**config.mk**
```make
export PLATFORM = sky130hd
export DESIGN_NAME = xc_slot_pwr_ctrl
export DESIGN_NICKNAME = d
export VERILOG_FILES = /design/src/rtl/xc_slot_pwr_ctrl.sv
export SDC_FILE = /design/constraint.sdc
export NUM_CORES = 1
export LEC_CHECK = 0
export ABC_AREA = 1
export BUFFER_PORTS_ARGS = -buffer_cell sky130_fd_sc_hd__buf_4
export CORE_MARGIN = 2
export CORE_UTILIZATION = 57
export CTS_CLUSTER_SIZE = 40
export DETAILED_ROUTE_END_ITERATION = 6
export PLACE_DENSITY = 0.88
export SLEW_MARGIN = 5
export SYNTH_ARGS = -nofsm -noshare
export SYNTH_HDL_FRONTEND = slang
export SYNTH_SLANG_ARGS = --single-unit
```
**constraint.sdc**
```tcl
create_clock -name clk -period 2.9 [get_ports clk]
set_clock_uncertainty 0.15 [all_clocks]
set_input_delay 0.29 -clock clk [delete_from_list [all_inputs] [get_ports clk]]
set_output_delay 0.29 -clock clk [all_outputs]
set_load 0.02 [all_outputs]
```
**src/rtl/xc_slot_pwr_ctrl.sv**
```systemverilog
module xc_slot_pwr_ctrl #(
  parameter int BBM_CYCLES  = 2,
  parameter int SYNC_STAGES = 2
) (
  input  logic       clk,
  input  logic       rst_n,
  input  logic       aux_ok,
  input  logic       p33_ok,
  input  logic       p15_ok,
  input  logic       uv_aux,
  input  logic       uv_p33,
  input  logic       uv_p15,
  input  logic       ot_flag,
  input  logic       cp_a_n,
  input  logic       cp_b_n,
  input  logic       shdn_n,
  input  logic       stby_n,
  output logic       sw_aux,
  output logic       sw_p33,
  output logic       sw_p15,
  output logic       dis_aux,
  output logic       dis_p33,
  output logic       dis_p15,
  output logic [2:0] mode
);

  localparam int NIN = 11;
  localparam int CW  = $clog2(BBM_CYCLES + 2);
  localparam logic [NIN-1:0] RST_PAT = 11'b000_0000_1111;

  localparam logic [2:0] M_OFF  = 3'd0;
  localparam logic [2:0] M_HOT  = 3'd1;
  localparam logic [2:0] M_SHDN = 3'd2;
  localparam logic [2:0] M_NOCD = 3'd3;
  localparam logic [2:0] M_UNPW = 3'd4;
  localparam logic [2:0] M_STBY = 3'd5;
  localparam logic [2:0] M_FULL = 3'd6;

  logic [NIN-1:0] raw, s;
  logic [NIN-1:0] sync_q [SYNC_STAGES];

  assign raw = {aux_ok, p33_ok, p15_ok, uv_aux, uv_p33, uv_p15, ot_flag,
                cp_a_n, cp_b_n, shdn_n, stby_n};

  always_ff @(posedge clk) begin
    if (!rst_n) begin
      for (int i = 0; i < SYNC_STAGES; i++) sync_q[i] <= RST_PAT;
    end else begin
      sync_q[0] <= raw;
      for (int i = 1; i < SYNC_STAGES; i++) sync_q[i] <= sync_q[i-1];
    end
  end

  assign s = sync_q[SYNC_STAGES-1];

  logic aux_good, prim_good, card, hot, shdn_req, stby_req;
  assign aux_good  = s[10] & ~s[7];
  assign prim_good = s[9] & s[8] & ~s[6] & ~s[5];
  assign hot       = s[4];
  assign card      = ~(s[3] & s[2]);
  assign shdn_req  = ~s[1];
  assign stby_req  = ~s[0];

  logic       hist_q;
  logic [2:0] tgt, mode_q;

  always_comb begin
    if (!aux_good)                  tgt = M_OFF;
    else if (hot)                   tgt = M_HOT;
    else if (shdn_req)              tgt = M_SHDN;
    else if (!card)                 tgt = M_NOCD;
    else if (prim_good && !stby_req) tgt = M_FULL;
    else if (hist_q)                tgt = M_STBY;
    else                            tgt = M_UNPW;
  end

  always_ff @(posedge clk) begin
    if (!rst_n) begin
      hist_q <= 1'b0;
      mode_q <= M_OFF;
    end else begin
      mode_q <= tgt;
      if (!aux_good || !card) hist_q <= 1'b0;
      else if (tgt == M_FULL) hist_q <= 1'b1;
    end
  end

  logic [2:0] sw_tgt, sw_q, dis_q;
  logic       dis_tgt;

  assign sw_tgt  = {tgt == M_FULL, tgt == M_FULL, (tgt == M_FULL) || (tgt == M_STBY)};
  assign dis_tgt = (tgt == M_SHDN) || (tgt == M_NOCD);

  for (genvar r = 0; r < 3; r++) begin : g_rail
    logic [CW-1:0] off_cnt;
    always_ff @(posedge clk) begin
      if (!rst_n) begin
        sw_q[r]  <= 1'b0;
        dis_q[r] <= 1'b0;
        off_cnt  <= '0;
      end else begin
        sw_q[r]  <= sw_tgt[r] & ~dis_q[r];
        dis_q[r] <= dis_tgt & ~sw_q[r] & ~sw_tgt[r] & (off_cnt == CW'(BBM_CYCLES));
        if (sw_q[r])                          off_cnt <= '0;
        else if (off_cnt != CW'(BBM_CYCLES))  off_cnt <= off_cnt + 1'b1;
      end
    end
  end

  assign {sw_p33, sw_p15, sw_aux}    = {sw_q[2], sw_q[1], sw_q[0]};
  assign {dis_p33, dis_p15, dis_aux} = {dis_q[2], dis_q[1], dis_q[0]};
  assign mode = mode_q;

endmodule

```
# After elaboration in Yosys (flattened, before gate mapping)
# Memory sizes are Yosys's and may differ from the RTL's.
# Cells that the tools add are included.
op_classes:
  addsub: 3
  n_reduce_logical: 9
  muxes: 10
  n_eq_ne: 10
  bitwise: 31
op_table:
  columns: ["operator", "count"]
  rows:
  - ["11-bit 2-to-1 mux", 2]
  - ["1-bit AND", 17]
  - ["3-bit 2-to-1 mux", 4]
  - ["1-bit inverter", 12]
  - ["2-bit OR reduction", 4]
  - ["2-bit by 1-bit adder with 2-bit output (second input constant)", 3]
  - ["2-bit equality test (second input constant)", 3]
  - ["3-bit by 2-bit equality test with 1-bit output (second input constant)", 2]
  - ["3-bit equality test (second input constant)", 2]
  - ["2-bit != test (second input constant)", 3]
  - ["1-bit logical OR", 3]
  - ["1-bit 2-to-1 mux", 3]
  - ["2-bit 2-to-1 mux", 1]
  - ["1-bit OR", 2]
  - ["1-bit logical AND", 1]
  - ["1-bit logical NOT", 1]
totals:
  out_inout_bits: 9
  mem_count: 1
  in_bits: 13
  elab_cells: 75
  ram_bits: 22
  reg_bits: 16
memory_table:
  columns: ["name", "depth", "word_bits", "read_ports", "rd_ports_with_merged_regs", "wr", "line", "rtl"]
  rows:
  - ["sync_q", 2, 11, 2, 0, 2, "40", "logic [NIN-1:0] sync_q [SYNC_STAGES];"]

# Depth between registers and ports, before layout
# An unclocked memory read counts as a cell.
depth:
  depth_word: 15
  mapped_depth: 9
  ltp_nobuf: 9

# Worst setup path after synthesis
# No wires, ideal clock.
synth_path:
  path_type: "register to register"
  startpoint: "register g_rail[0].off_cnt[0]"
  endpoint: "register g_rail[0].off_cnt[1]"
  n_path_buf: 0
  path_stages_with_launch: 6
  arrival_ps: 880
  path_slack_ps: 1790
  path_cell_list: "dfxtp_1 -> inv_1 -> ha_1 -> inv_1 -> nor2_1 -> a211oi_2"
synth_between:
  elab_chain_len: 1
  word_cells_on_any_way: 2
  classes_between: "1 x add/sub; 1 x eq/ne"
synth_rtl:
  columns: ["element", "line", "rtl"]
  rows:
  - ["start, declared", "95", "logic [CW-1:0] off_cnt;"]
  - ["start signal, assigned", "105", "else if (off_cnt != CW'(BBM_CYCLES)) off_cnt <= off_cnt + 1'b1;"]
  - ["2-bit by 1-bit adder with 2-bit output or 2-bit != test (tied branches)", "105", null]
# Parallel ways exist; a longest one is shown, timed or not.
# A chain may end at the register's enable or synchronous reset.

# Final worst setup path
layout_path:
  startpoint: "register dis_q[1] (netlist: dis_p15)"
  endpoint: "output dis_p15"
layout_lines:
  columns: ["element", "line", "rtl"]
  rows:
  - ["start, declared", "88", "logic [2:0] sw_tgt, sw_q, dis_q;"]
  - ["start signal, assigned by index", "103", "dis_q[r] <= dis_tgt & ~sw_q[r] & ~sw_tgt[r] & (off_cnt == CW'(BBM_CYCLES));"]
  - ["end, declared", "23", "output logic dis_p15,"]
# No word-level cell between the ends.

==> results.json <==
{
  "status": "complete, no violations",
  "fp.dieW_um": 51.6,
  "cts_inserted_buffers": 5,
  "avgSynthCellArea_um2": 9.11,
  "rrSetupSlack_ns": 1.68,
  "overflow": 0,
  "htreeDepth": 2,
  "start_util_pct": 59.6,
  "slew_violations": 0,
  "critPathKind": "flip-flop to primary output",
  "viasPerCell": 4.60,
  "layout_commonest_cell": "dfxtp_1",
  "root_buffer": "clkbuf_4",
  "yosysWarnings": 0,
  "core_area_mm2": 0.00217,
  "grt_pass1_wl_mm": 3.71,
  "grt_use_total_pct": 20.2,
  "drc": 0,
  "drt_iter0_markers": 4,
  "crit_chain": "buf_4",
  "min_to": "sync_q[0][21]",
  "yosysSeqAreaShare_pct": 58.8,
  "final_cell_mix": "dfxtp_1 (38), nand2_1 (30), inv_1 (22), buf_4 (21), or2_1 (12)",
  "postCtsSetupBuffers": 0,
  "tightest_slew_ns": 0.219,
  "clk_pin_slew_ns": 0.10,
  "cts_hold_buf": 11,
  "end_kind": "primary output",
  "ys_ff_latch": 38,
  "timing.fmax_mhz": 761,
  "holdCritStartpoint": "rst_n",
  "grt_pass1_vias": 965,
  "gp_congestion": 0.739,
  "ios": 22,
  "pre_cts_ws_ns": 1.57,
  "cp-start-kind": "flip-flop",
  "fin_nets": 194,
  "routed_wl_mm": 2.23,
  "r2r_start": "g_rail[2].off_cnt[0]",
  "final_hold_viol_count": 0,
  "critical-path-max-stage-delay_ns": 0.38,
  "drive_gt1_share_pct": 24.0,
  "ff2ff_path_depth": 5,
  "die_h_um": 51.6,
  "syn_area_mm2": 0.00129,
  "period_minus_slack_ns": 1.31,
  "cts_resized": 0,
  "cellPowerDensity_mw_per_mm2": 656,
  "hold_path.class": "primary input to flip-flop",
  "num_rows": 17,
  "drv_cap": 0,
  "rr_endpoint": "g_rail[2].off_cnt[1]",
  "synth.distinct_cells": 19,
  "cts.sinks": 38,
  "die_area_mm2": 0.00267,
  "crit_family": "flip-flops",
  "dr.pass1.iters": 4,
  "timing.final.crit_share_pct": 45.3,
  "io_buffers": 21,
  "final-setup-viol-count": 0,
  "dp_hpwl_mm": 1.55,
  "syn_inst": 142,
  "min_delay_path_depth": 3,
  "wl_per_cell_um": 10.8,
  "tns_ns": 0,
  "cp.required_ns": 2.46,
  "clkLatencyLatePin_ns": 0.34,
  "fin_util_pct": 76.4,
  "slowest_stage": "dfxtp_1",
  "grt_max_degree": 18,
  "worst_slack_ns": 1.59,
  "critPathArrivalTime_ns": 0.87,
  "num_vias": 953,
  "relSlewSlack_pct": 85.4,
  "antenna_found_initial": 0,
  "area_growth_pct": 28.1,
  "worst_ir_drop_vdd_mv": 0.512,
  "path_max_fanout": 2,
  "p_leak_nw": 0.829,
  "syn-num-nets": 158,
  "cts_tree": "done",
  "n_antenna_cell": 0,
  "crit_buf_inv": 1,
  "clockBufferDepth": 2,
  "rsz0062_at_grt": "false",
  "drtAntennaViolNets": 0
}
==> metrics by stage <==
| step | hold slack (ns) | total power [mW] | cell area [um^2] | cells |
|---|---|---|---|---|
| 3_3_place_gp | 0.237 | 0.739 | 1470 | 188 |
| 2_1_floorplan | 0.236 | 0.716 | 1290 | 142 |
| 4_1_cts | 0.0983 | 1.09 | 1660 | 207 |
| 5_1_grt | 0.0963 | 1.14 | 1660 | 207 |
| 6_report | 0.103 | 1.09 | 1660 | 207 |
| 3_5_place_dp | 0.244 | 0.760 | 1470 | 188 |
==> synthesized netlist by cell type (all sizes together) <==
cell type	number	share of area, %
nand2	32	9.7
nand3	4	1.9
inv	25	7.3
ha	3	2.9
buf	3	1.4
dfxtp	38	59
nor3b	1	0.58
nor3	4	2.7
or2	12	5.8
a211oi	3	2.9
nor2	13	4.5
a21oi	4	1.5
==> worst max-delay path by stage <==
stage | endpoint | cells after the start | slack, ns | from
after floorplan | g_rail[0].off_cnt[1] | 5 | 1.79 | g_rail[0].off_cnt[0]
after global placement | dis_p15 | 4 | 1.66 | rst_n
after detailed placement | dis_p15 | 4 | 1.57 | rst_n
after CTS | dis_p15 | 1 | 1.58 | dis_p15
after global routing | sw_aux | 9 | 1.53 | sync_q[0][20]
final | dis_p15 | 1 | 1.59 | dis_p15
==> per-layer routing <==
metal / global-route usage, % / part of all wire (%) / routed length, um / vias to the layer above
met5: 0 / 0 / 0 / -
met4: 16.2 / 3.3 / 74 / 0
met3: 5.75 / 5.9 / 131 / 8
met2: 37.4 / 53 / 1190 / 23
met1: 18.0 / 37 / 831 / 427
li1: - / - / - / 495
==> area by class of cell <==
type,instances,area [um^2]
flip-flops and latches,38,761
fillers,152,512
multi-input cells,76,422
repair buffers,32,268
inverters,25,93.8
clock buffers,8,78.8
well taps,28,35.0
==> cell families (layout without fill, tap and decap cells) <==
family / Yosys count / in the layout / share of synthesized area, %
adders and majority gates: 3 / 3 / 2.90
AOI/OAI and AO/OA: 7 / 7 / 4.45
buffers and inverters: 28 / 65 / 8.61
and+or+nand+nor: 66 / 66 / 25.2
DFF: 38 / 38 / 58.8
==> where the power goes <==
group,switching (mW),internal [mW],leakage [nW]
sequential,0.0200,0.567,0.313
combinational,0.0928,0.0790,0.472
clock,0.163,0.166,0.0446
total,0.276,0.811,0.829
==> flip-flops by register name, summed over array words and instances, names as in the netlist <==
register and cells:
g_rail.off_cnt 6, sync_q 22, sw_p15 1, sw_aux 1, dis_p15 1, mode 3
dis_aux 1, dis_p33 1, hist_q 1, sw_p33 1
No activity file was read; power rests on OpenSTA's default activity.
